$ cat src/rtl/irqm_pkg.sv
package irqm_pkg;
  localparam int NUM_CAUSE  = 8;
  localparam int CAUSE_TXWB = 0;
  localparam int CAUSE_RXT  = 7;
  localparam int NUM_TMR    = 4;
  localparam int TMR_RX_PKT = 0;
  localparam int TMR_RX_ABS = 1;
  localparam int TMR_TX_PKT = 2;
  localparam int TMR_TX_ABS = 3;
endpackage

$ cat src/rtl/irqm_prescaler.sv
module irqm_prescaler #(
  parameter int DIV = 128
) (
  input  logic clk,
  input  logic rst_n,
  output logic tick
);
  localparam int CW = (DIV > 1) ? $clog2(DIV) : 1;

  logic [CW-1:0] cnt_q, cnt_d;
  logic          at_end;

  always_comb begin
    at_end = (cnt_q == CW'(DIV - 1));
    cnt_d  = at_end ? '0 : cnt_q + 1'b1;
  end

  always_ff @(posedge clk or negedge rst_n) begin
    if (!rst_n) cnt_q <= '0;
    else        cnt_q <= cnt_d;
  end

  assign tick = at_end;

  generate
    if (DIV > 1) begin : g_chk
      p_tick_single_r12: assert property (@(posedge clk) disable iff (!rst_n)
        tick |=> !tick);
    end
  endgenerate
endmodule

$ cat src/rtl/irqm_delay_timer.sv
module irqm_delay_timer #(
  parameter int W = 16
) (
  input  logic         clk,
  input  logic         rst_n,
  input  logic         tick,
  input  logic         load,
  input  logic [W-1:0] value,
  output logic         expire
);
  logic [W-1:0] cnt_q, cnt_d;

  always_comb begin
    cnt_d = cnt_q;
    if (load)                      cnt_d = value;
    else if (tick && cnt_q != '0)  cnt_d = cnt_q - 1'b1;
  end

  always_ff @(posedge clk or negedge rst_n) begin
    if (!rst_n) cnt_q <= '0;
    else        cnt_q <= cnt_d;
  end

  assign expire = !load && tick && (cnt_q == W'(1));

  // an idle timer stays idle until loaded
  p_one_shot_r11: assert property (@(posedge clk) disable iff (!rst_n)
    (cnt_q == '0 && !load) |=> cnt_q == '0);
  p_expire_stops_r11: assert property (@(posedge clk) disable iff (!rst_n)
    expire |=> cnt_q == '0);
endmodule

$ cat src/rtl/irqm_throttle.sv
module irqm_throttle #(
  parameter int W = 16
) (
  input  logic         clk,
  input  logic         rst_n,
  input  logic         tick,
  input  logic         reload,
  input  logic [W-1:0] interval,
  output logic         running
);
  logic [W-1:0] cnt_q, cnt_d;

  always_comb begin
    cnt_d = cnt_q;
    if (reload)                    cnt_d = interval;
    else if (tick && cnt_q != '0)  cnt_d = cnt_q - 1'b1;
  end

  always_ff @(posedge clk or negedge rst_n) begin
    if (!rst_n) cnt_q <= '0;
    else        cnt_q <= cnt_d;
  end

  assign running = (cnt_q != '0);

  p_reload_r5: assert property (@(posedge clk) disable iff (!rst_n)
    reload |=> cnt_q == $past(interval));
endmodule

$ cat src/rtl/irqm_cause_core.sv
module irqm_cause_core #(
  parameter int NC = 8
) (
  input  logic          clk,
  input  logic          rst_n,
  input  logic [NC-1:0] post_vec,
  input  logic [NC-1:0] imm_vec,
  input  logic          mask_set_we,
  input  logic          mask_clr_we,
  input  logic [NC-1:0] mask_wdata,
  input  logic          cause_rd,
  input  logic          thr_running,
  output logic [NC-1:0] pending_q,
  output logic [NC-1:0] mask_q,
  output logic          irq_q,
  output logic          thr_reload
);
  logic [NC-1:0] pend_d, mask_d, active;
  logic          irq_d, held_q, held_d;
  logic          imm_hit, norm_hit, release_hit, mask_hit, fire;

  always_comb begin
    mask_d = mask_q;
    if (mask_set_we) mask_d = mask_d | mask_wdata;
    if (mask_clr_we) mask_d = mask_d & ~mask_wdata;

    pend_d      = (cause_rd ? '0 : pending_q) | post_vec;
    active      = pend_d & mask_d;
    imm_hit     = |(post_vec & imm_vec & mask_d);
    norm_hit    = |(post_vec & ~imm_vec & mask_d);
    release_hit = held_q && !thr_running;
    mask_hit    = mask_set_we || mask_clr_we;
    fire        = imm_hit || (norm_hit && !thr_running) || release_hit || mask_hit;
    irq_d       = (|active) && (irq_q || fire);

    held_d = held_q;
    if (!thr_running)            held_d = 1'b0;
    if (norm_hit && thr_running) held_d = 1'b1;

    thr_reload = irq_d && !irq_q;
  end

  always_ff @(posedge clk or negedge rst_n) begin
    if (!rst_n) begin
      pending_q <= '0;
      mask_q    <= '0;
      irq_q     <= 1'b0;
      held_q    <= 1'b0;
    end else begin
      pending_q <= pend_d;
      mask_q    <= mask_d;
      irq_q     <= irq_d;
      held_q    <= held_d;
    end
  end

  p_irq_unmasked_r6: assert property (@(posedge clk) disable iff (!rst_n)
    irq_q |-> |(pending_q & mask_q));
  p_post_latched_r1: assert property (@(posedge clk) disable iff (!rst_n)
    (|post_vec) |=> ((pending_q & $past(post_vec)) == $past(post_vec)));
  p_read_clear_r7: assert property (@(posedge clk) disable iff (!rst_n)
    (cause_rd && post_vec == '0) |=> (pending_q == '0 && !irq_q));
  p_imm_fire_r3: assert property (@(posedge clk) disable iff (!rst_n)
    (!mask_set_we && !mask_clr_we && |(post_vec & imm_vec & mask_q)) |=> irq_q);
  p_held_r4: assert property (@(posedge clk) disable iff (!rst_n)
    (thr_running && !irq_q && (post_vec & imm_vec) == '0 &&
     !mask_set_we && !mask_clr_we) |=> !irq_q);
endmodule

$ cat src/rtl/irq_moderator.sv
module irq_moderator #(
  parameter int TMR_W    = 16,
  parameter int PRESCALE = 128
) (
  input  logic             clk,
  input  logic             rst_n,
  input  logic [7:0]       post_vec,
  input  logic [7:0]       post_imm,
  input  logic             mask_set_we,
  input  logic             mask_clr_we,
  input  logic [7:0]       mask_wdata,
  input  logic             cause_rd,
  output logic [7:0]       cause_rdata,
  input  logic [TMR_W-1:0] thr_interval,
  input  logic [3:0]       tmr_load,
  input  logic [TMR_W-1:0] tmr_value,
  input  logic             txwb_done,
  output logic             rx_wb_req,
  output logic             tx_wb_req,
  output logic             irq
);
  import irqm_pkg::*;

  localparam int NC = NUM_CAUSE;

  logic               tick, thr_running, thr_reload;
  logic [NUM_TMR-1:0] tmr_exp;
  logic               rx_exp, tx_exp;
  logic [NC-1:0]      post_all, imm_all, pending, mask;
  logic               rx_req_q, rx_req_d, tx_req_q, tx_req_d;

  irqm_prescaler #(.DIV(PRESCALE)) u_presc (
    .clk(clk), .rst_n(rst_n), .tick(tick)
  );

  generate
    for (genvar t = 0; t < NUM_TMR; t++) begin : g_tmr
      irqm_delay_timer #(.W(TMR_W)) u_tmr (
        .clk(clk), .rst_n(rst_n), .tick(tick),
        .load(tmr_load[t]), .value(tmr_value), .expire(tmr_exp[t])
      );
    end
  endgenerate

  always_comb begin
    rx_exp   = tmr_exp[TMR_RX_PKT] | tmr_exp[TMR_RX_ABS];
    tx_exp   = tmr_exp[TMR_TX_PKT] | tmr_exp[TMR_TX_ABS];
    post_all = post_vec;
    imm_all  = post_vec & post_imm;
    if (rx_exp) begin
      post_all[CAUSE_RXT] = 1'b1;
      imm_all[CAUSE_RXT]  = 1'b1;
    end
    if (tx_exp) begin
      post_all[CAUSE_TXWB] = 1'b1;
      imm_all[CAUSE_TXWB]  = 1'b1;
    end
    if (txwb_done) post_all[CAUSE_TXWB] = 1'b1;
    rx_req_d = rx_exp;
    tx_req_d = tx_exp;
  end

  irqm_throttle #(.W(TMR_W)) u_thr (
    .clk(clk), .rst_n(rst_n), .tick(tick), .reload(thr_reload),
    .interval(thr_interval), .running(thr_running)
  );

  irqm_cause_core #(.NC(NC)) u_core (
    .clk(clk), .rst_n(rst_n), .post_vec(post_all), .imm_vec(imm_all),
    .mask_set_we(mask_set_we), .mask_clr_we(mask_clr_we),
    .mask_wdata(mask_wdata), .cause_rd(cause_rd),
    .thr_running(thr_running), .pending_q(pending), .mask_q(mask),
    .irq_q(irq), .thr_reload(thr_reload)
  );

  always_ff @(posedge clk or negedge rst_n) begin
    if (!rst_n) begin
      rx_req_q <= 1'b0;
      tx_req_q <= 1'b0;
    end else begin
      rx_req_q <= rx_req_d;
      tx_req_q <= tx_req_d;
    end
  end

  assign rx_wb_req   = rx_req_q;
  assign tx_wb_req   = tx_req_q;
  assign cause_rdata = pending;

  p_rx_timer_r8: assert property (@(posedge clk) disable iff (!rst_n)
    rx_exp |=> (rx_wb_req && pending[CAUSE_RXT]));
  p_tx_timer_r9: assert property (@(posedge clk) disable iff (!rst_n)
    tx_exp |=> (tx_wb_req && pending[CAUSE_TXWB]));
endmodule

$ cat config.mk
export PLATFORM = sky130hd
export DESIGN_NAME = irq_moderator
export DESIGN_NICKNAME = d
export VERILOG_FILES = /design/src/rtl/irqm_pkg.sv /design/src/rtl/irqm_prescaler.sv /design/src/rtl/irqm_delay_timer.sv /design/src/rtl/irqm_throttle.sv /design/src/rtl/irqm_cause_core.sv /design/src/rtl/irq_moderator.sv
export SDC_FILE = /design/constraint.sdc
export NUM_CORES = 1
export LEC_CHECK = 0
export ABC_CLOCK_PERIOD_IN_PS = 8200
export BUFFER_PORTS_ARGS = -buffer_cell sky130_fd_sc_hd__buf_2
export CAP_MARGIN = 5
export CORE_MARGIN = 2
export CORE_UTILIZATION = 32
export DETAILED_ROUTE_END_ITERATION = 10
export GPL_TIMING_DRIVEN = 0
export PLACE_DENSITY = 0.59
export SETUP_SLACK_MARGIN = 0.05
export SLEW_MARGIN = 10
export SYNTH_ARGS = -nofsm -noshare
export SYNTH_HDL_FRONTEND = slang
export SYNTH_HIERARCHICAL = 1
export SYNTH_SLANG_ARGS = --single-unit
export TNS_END_PERCENT = 10
$ cat constraint.sdc
create_clock -name clk -period 8.2 [get_ports clk]
set_input_delay 1.64 -clock clk [delete_from_list [all_inputs] [get_ports clk]]
set_output_delay 1.64 -clock clk [all_outputs]
set_load 0.01 [all_outputs]
# Word-level counts from Yosys, hierarchy flattened
# Cells that the tools add are included.
# op_classes
mul,0
muxes,21
bitwise,13
eq_ne,6
order_cmp,0
reduce_logical,42
add_sub_neg,6
div,0
n_shift,0
# ops
cell,n
16-bit 2-to-1 mux,10
16-bit nonzero test,5
16-bit by 1-bit subtractor with 16-bit output (second input constant),5
16-bit by 1-bit == test with 1-bit output (second input constant),4
8-bit AND,7
8-bit 2-to-1 mux,3
8-bit OR reduction,3
1-bit logical AND,18
8-bit NOT,2
8-bit OR,2
2-bit nonzero test,5
7-bit by 1-bit adder with 7-bit output (second input constant),1
7-bit == test (second input constant),1
1-bit 2-to-1 mux,7
7-bit 2-to-1 mux,1
1-bit logical NOT,6
1-bit logical OR,5
2-bit inequality test (second input constant),1
1-bit OR,2
# totals
latchBits,0
romBits,0
n_memories,0
ram_bits,0
register_bits,107
elab_cells,100
inputBits,66
output_inout_bits,11

# Depth between registers and ports, before layout
# logic_depth
depth_word,17
depth_mapped,18
ltp_nobuf,15

# Cells and area by module
# Netlist, hierarchy kept.
# by_module_without_submodules
mod,area_per_inst_um2,n_inst,cells_each,seq_area_each_um2
irqm_delay_timer (g_tmr[0].u_tmr ...),1067.3,3,121,400.4
irqm_throttle,1094.8,1,125,400.4
irqm_delay_timer (g_tmr[3].u_tmr),1057.3,1,125,400.4
irqm_cause_core,989.7,1,95,450.4
irqm_prescaler,291.5,1,25,175.2
irq_moderator,132.6,1,14,50.0

# Worst setup path after synthesis
# No wires, ideal clock.
# synth_path
kind,input port to flip-flop
startpoint,input tmr_load[2]
endpoint,register u_thr.cnt_q[5]
required_time_ps,8114
setup_ps,86
path_stages,11
path_buffers,2
slack_ps,3973
arrival_ps,4142
path_cell_list,clkbuf_1 nor3_1 and4_1 or4_1 nand4b_1 o311ai_4 o41ai_2 a211oi_1 clkbuf_1 or4_1 o221ai_2
# synth_between
elab_chain_cells,17
word_cells_on_any_way,26
cone_classes,mux (4); bitwise (8); reduce/logical (14)
# synth_lines
element,line_no,rtl
start: declaration,irq_moderator.sv:15,"input logic [3:0] tmr_load,"
1-bit logical NOT *,irqm_delay_timer.sv:24,assign expire = !load && tick && (cnt_q == W'(1));
1-bit logical AND * (2 in series),irqm_delay_timer.sv:24,
via tmr_exp[2],irq_moderator.sv:27,logic [NUM_TMR-1:0] tmr_exp;
1-bit OR *,irq_moderator.sv:47,tx_exp = tmr_exp[TMR_TX_PKT] | tmr_exp[TMR_TX_ABS];
1-bit 2-to-1 mux *,irq_moderator.sv:54,if (tx_exp) begin
1-bit 2-to-1 mux *,irq_moderator.sv:58,if (txwb_done) post_all[CAUSE_TXWB] = 1'b1;
via post_all[0],irq_moderator.sv:29,"logic [NC-1:0] post_all, imm_all, pending, mask;"
8-bit AND (2 in series),irqm_cause_core.sv:30,norm_hit = |(post_vec & ~imm_vec & mask_d);
8-bit OR reduction,irqm_cause_core.sv:30,
1-bit logical AND,irqm_cause_core.sv:33,fire = imm_hit || (norm_hit && !thr_running) || release_hit || mask_hit;
1-bit logical OR (3 in series),irqm_cause_core.sv:33,
1-bit logical OR,irqm_cause_core.sv:34,irq_d = (|active) && (irq_q || fire);
1-bit logical AND *,irqm_cause_core.sv:34,
1-bit logical AND *,irqm_cause_core.sv:40,thr_reload = irq_d && !irq_q;
via thr_reload,irq_moderator.sv:26,"logic tick, thr_running, thr_reload;"
16-bit 2-to-1 mux / 2-bit nonzero test (equally long branches),--,
end signal: assignment,irqm_throttle.sv:21,else cnt_q <= cnt_d;
end: declaration,irqm_throttle.sv:11,"logic [W-1:0] cnt_q, cnt_d;"
# Mark *: on every way through the listed nets, which the timed path passes. The rest lies on a longest branch.
# A chain may end at the register's enable or synchronous reset.

# Worst setup path in the final report
# layout_path
startpoint,register u_presc.cnt_q[0]
endpoint,register u_thr.cnt_q[2]
# layout_between
word_cells_on_any_way,36
cone_classes,eq/ne (1); mux (6); bitwise (9); reduce/logical (20)
# layout_rtl
element,line_no,rtl
start: declaration,irqm_prescaler.sv:10,"logic [CW-1:0] cnt_q, cnt_d;"
start signal: assignment,irqm_prescaler.sv:20,else cnt_q <= cnt_d;
7-bit == test *,irqm_prescaler.sv:14,at_end = (cnt_q == CW'(DIV - 1));
via tick,irq_moderator.sv:26,
1-bit logical AND * (2 in series),irqm_delay_timer.sv:24,
via tmr_exp[0],irq_moderator.sv:27,
1-bit OR *,irq_moderator.sv:46,rx_exp = tmr_exp[TMR_RX_PKT] | tmr_exp[TMR_RX_ABS];
1-bit 2-to-1 mux *,irq_moderator.sv:50,if (rx_exp) begin
via post_all[7],irq_moderator.sv:29,
8-bit AND (2 in series),irqm_cause_core.sv:30,
8-bit OR reduction,irqm_cause_core.sv:30,
1-bit logical AND,irqm_cause_core.sv:33,
1-bit logical OR (3 in series),irqm_cause_core.sv:33,
1-bit logical OR,irqm_cause_core.sv:34,
1-bit logical AND *,irqm_cause_core.sv:34,
1-bit logical AND *,irqm_cause_core.sv:40,
via thr_reload,irq_moderator.sv:26,
16-bit 2-to-1 mux / 2-bit nonzero test (equally long branches),--,
# Marks and branches as above.

==> metrics.md <==
| Metric | Value |
|---|---|
| TNS Setup | 0 ps |
| Sw frac | 0.321 |
| Max Slew Vio Count | 0 |
| Post-CTS Hold Buffers | 0 |
| Detailed Place HPWL | 13.8 mm |
| Ports | 77 |
| Final Hold Viols | 0 |
| Syn_nets | 823 |
| Worst R2R Setup Slack | 3250 ps |
| Cell Pwr Density | 182 nW/um2 |
| Routability congestion estimate | 0.851 |
| Final non-filler cell total | 1111 |
| CTS tree | yes |
| Final setup margin | 3250 ps |
| Flop and latch count out of synthesis | 107 |
| CP Max Fanout | 10 |
| Clock Skews | 11.5 ps |
| Initial antenna violation count | 0 |
| Netlist cell types | 80 |
| RSZ-0062 raised after global routing | false |
| EDFF count, synth | 0 |
| Cells after Synth | 747 |
| Num Clock Sinks | 107 |
| Initial Util | 0.324 |
| Clk buf depth | 2 |
| Max-cap violations | 0 |
| Post-CTS resize count | 0 |
| Critical path arrival | 5170 ps |
| Worst reg2reg path depth | 18 |
| Share of cells above drive strength 1 | 0.176 |
| Outcome | complete, no violations |
| Most frequent cells in the layout | dfrtp_1, buf_2, nor2_1 |
| Drt first-iter violations | 483 |
| Root buf cell | clkbuf_16 |
| First-pass GRT wire length | 31.0 mm |
| Mapped Area | 6770 um2 |
| Vias in the first global route | 5755 |
| Worst vdd ir | 0.0836 mV |
| Reg power frac | 0.478 |
| Routed WL | 19.4 mm |
| Placement Setup Slack | 3130 ps |
| Hold Crit Start | u_presc/cnt_q[6] |
| Seq/Total Area, Yosys | 0.396 |
| Die Wd | 149 um |
| Clock transition at path regs | 70 ps |
| Worst Hold Class | register to register |
| WS Path Type | register to register |
| Core area | 20900 um2 |
| First drt pass iteration count | 5 |
| Commonest non-fill, non-tap cell in the layout | dfrtp_1 |
| Nets | 907 |
| CP Capture Type | register |
| Switching pwr | 458 uW |
| Gr usage total | 0.175 |
| Port Buf Inserts | 71 |
| Hold Path End | u_presc/cnt_q[6] |
| CTS Buf Count | 9 |
| Antenna-violating nets left | 0 |
| Hold-critical path depth | 1 |
| Worst Path Required | 8420 ps |
| Power share of the clock group | 0.322 |
| Main synth FF type | dfrtp_1 |
| Pleak | 0.00299 uW |
| Die Ht | 149 um |
| Synth warnings | 6 |
| Via Count | 6237 |
| Post-synth ARST share | 1.00 |
| Setup crit start kind | register |
| H-tree levels | 3 |
| Area Overhead vs Synth | 15.5% |
| Ant. Diodes | 0 |
| Cell Rows | 53 |
| F_max | 202 MHz |
| Avg Inst Size Synth | 9.06 um2 |
| Die ar. | 22300 um2 |
| Slew of the pin with the lowest slew margin | 947 ps |
| Placed cell count | 1095 |
| Largest net degree at the start of global routing | 84 |
| Via density | 5.61 |
| Period utilisation layout | 0.604 |
| Drt wl/cell | 17.4 um |
| Clock latency on the worst-skew pair | 350 ps |
| Combinational fraction of design power | 0.200 |
| GR Overflow Total | 0 |
| R2R Path End | u_thr/cnt_q[2] |
| Tmin final | 4950 ps |
| Worst r2r src | u_presc/cnt_q[0] |
| # setup viols final | 0 |
| Power Internal | 968 uW |
| Rel. slew slack | 0.363 |
| Fillers | 2193 |
| Residual DRC count | 0 |
| Post-CTS Setup Inserts | 0 |
## per-layer routing
| metal | wire length [um] | vias up | global-route usage |
|---|---|---|---|
| met5 | 0 | - | 0 |
| met4 | 396 | 0 | 0.0538 |
| met3 | 914 | 19 | 0.0265 |
| met2 | 8980 | 134 | 0.273 |
| met1 | 9090 | 3020 | 0.251 |
| li1 | - | 3064 | - |
## sequential cells by signal (all words and copies together) (netlist names)
signal             cells
rx_wb_req              1
u_core/irq_q           1
g_tmr.u_tmr/cnt_q     64
u_presc/cnt_q          7
u_core/mask_q          8
u_core/held_q          1
u_thr/cnt_q           16
tx_wb_req              1
u_core/pending_q       8
## cell type report
class / instances / area (um2) / share of cell area
multi-input cells: 571 / 3770 / 0.482
repair buffers: 73 / 400 / 0.0512
inverters: 35 / 131 / 0.0168
flip-flops and latches: 107 / 2680 / 0.342
well taps: 275 / 344 / 0.0440
clock inverters: 7 / 78.8 / 0.0101
plain buffers: 34 / 194 / 0.0248
clock buffers: 9 / 225 / 0.0288
## worst max-delay path, cell delays in order, from the launching register on
cell,delay (ps)
dfrtp_1,390
ha_1,200
nand3_1,170
nor2_2,450
buf_6,230
buf_6,140
or2b_2,310
nor3_1,350
and4_1,380
or3_1,170
nand3_1,110
o2111ai_2,240
o41ai_2,110
a211oi_1,230
clkbuf_1,320
clkinv_1,370
clkbuf_1,340
a31oi_1,220
o41ai_1,90
## logic make-up after synthesis
group	share of synthesized area
AND/OR/NAND/NOR	0.320
AO/OA/AOI/OAI	0.205
flip-flops	0.396
buffers and inverters	0.0481
adder cells (fa/ha/maj)	0.0185
XOR/XNOR	0.00647
multiplexers	0.00610
## power groups by stage
stage / Combinational [uW] / Sequential, uW / Clock, uW
finish: 285 / 681 / 459
global placement: 279 / 688 / 0
floorplan: 199 / 670 / 0
CTS: 287 / 681 / 477
global route: 323 / 697 / 501
detailed placement: 286 / 690 / 0
## metrics by stage
stage | hold WS (ps) | total power, uW | utilization | instance area (um2)
finish | 478 | 1430 | 0.374 | 7820
global route | 506 | 1520 | 0.374 | 7820
CTS | 476 | 1440 | 0.374 | 7820
detailed placement | 460 | 976 | 0.360 | 7510
global placement | 459 | 967 | 0.357 | 7470
floorplan | 442 | 869 | - | 6770
## how the worst max path moves through the flow
| stage | to | from | slack [ps] | depth (start not counted) |
|---|---|---|---|---|
| floorplan | u_thr/cnt_q[5] | tmr_load[2] | 3970 | 11 |
| global placement | u_thr/cnt_q[2] | u_presc/cnt_q[0] | 2600 | 17 |
| detailed placement | u_thr/cnt_q[2] | tmr_load[1] | 3130 | 13 |
| CTS | u_thr/cnt_q[2] | u_presc/cnt_q[0] | 3230 | 18 |
| global route | u_thr/cnt_q[2] | u_presc/cnt_q[0] | 2660 | 18 |
| finish | u_thr/cnt_q[2] | u_presc/cnt_q[0] | 3250 | 18 |
## synthesized netlist by cell type (4+ instances only)
cell type | instances | area (um2)
dfrtp_1 | 107 | 2680
nor2_1 | 57 | 214
nand2_1 | 55 | 206
nand3_1 | 39 | 195
a31oi_1 | 33 | 206
nor3_1 | 31 | 155
or4_1 | 31 | 233
inv_1 | 30 | 113
o21ai_0 | 28 | 140
or3_1 | 25 | 156
clkbuf_1 | 22 | 82.6
o31ai_1 | 20 | 150
nand4_1 | 16 | 100
nor4_1 | 16 | 100
a21oi_1 | 14 | 70.1
and2_1 | 12 | 75.1
o211ai_1 | 11 | 82.6
ha_1 | 10 | 125
a21o_1 | 9 | 67.6
nand4b_1 | 8 | 70.1
o311ai_0 | 8 | 70.1
and3_1 | 7 | 43.8
nor2b_1 | 7 | 43.8
nor4b_1 | 7 | 61.3
and4_1 | 6 | 52.6
or3b_1 | 6 | 52.6
a211o_1 | 5 | 43.8
a22oi_1 | 5 | 37.5
buf_2 | 5 | 25.0
clkinv_1 | 5 | 18.8
o41ai_1 | 5 | 43.8
or2_2 | 5 | 31.3
or4_4 | 5 | 56.3
a221o_1 | 4 | 40.0
buf_6 | 4 | 45.0
nand2b_1 | 4 | 25.0
o21a_1 | 4 | 30.0
o311a_1 | 4 | 40.0
or3_4 | 4 | 45.0
(Power assumes the default switching activity.)
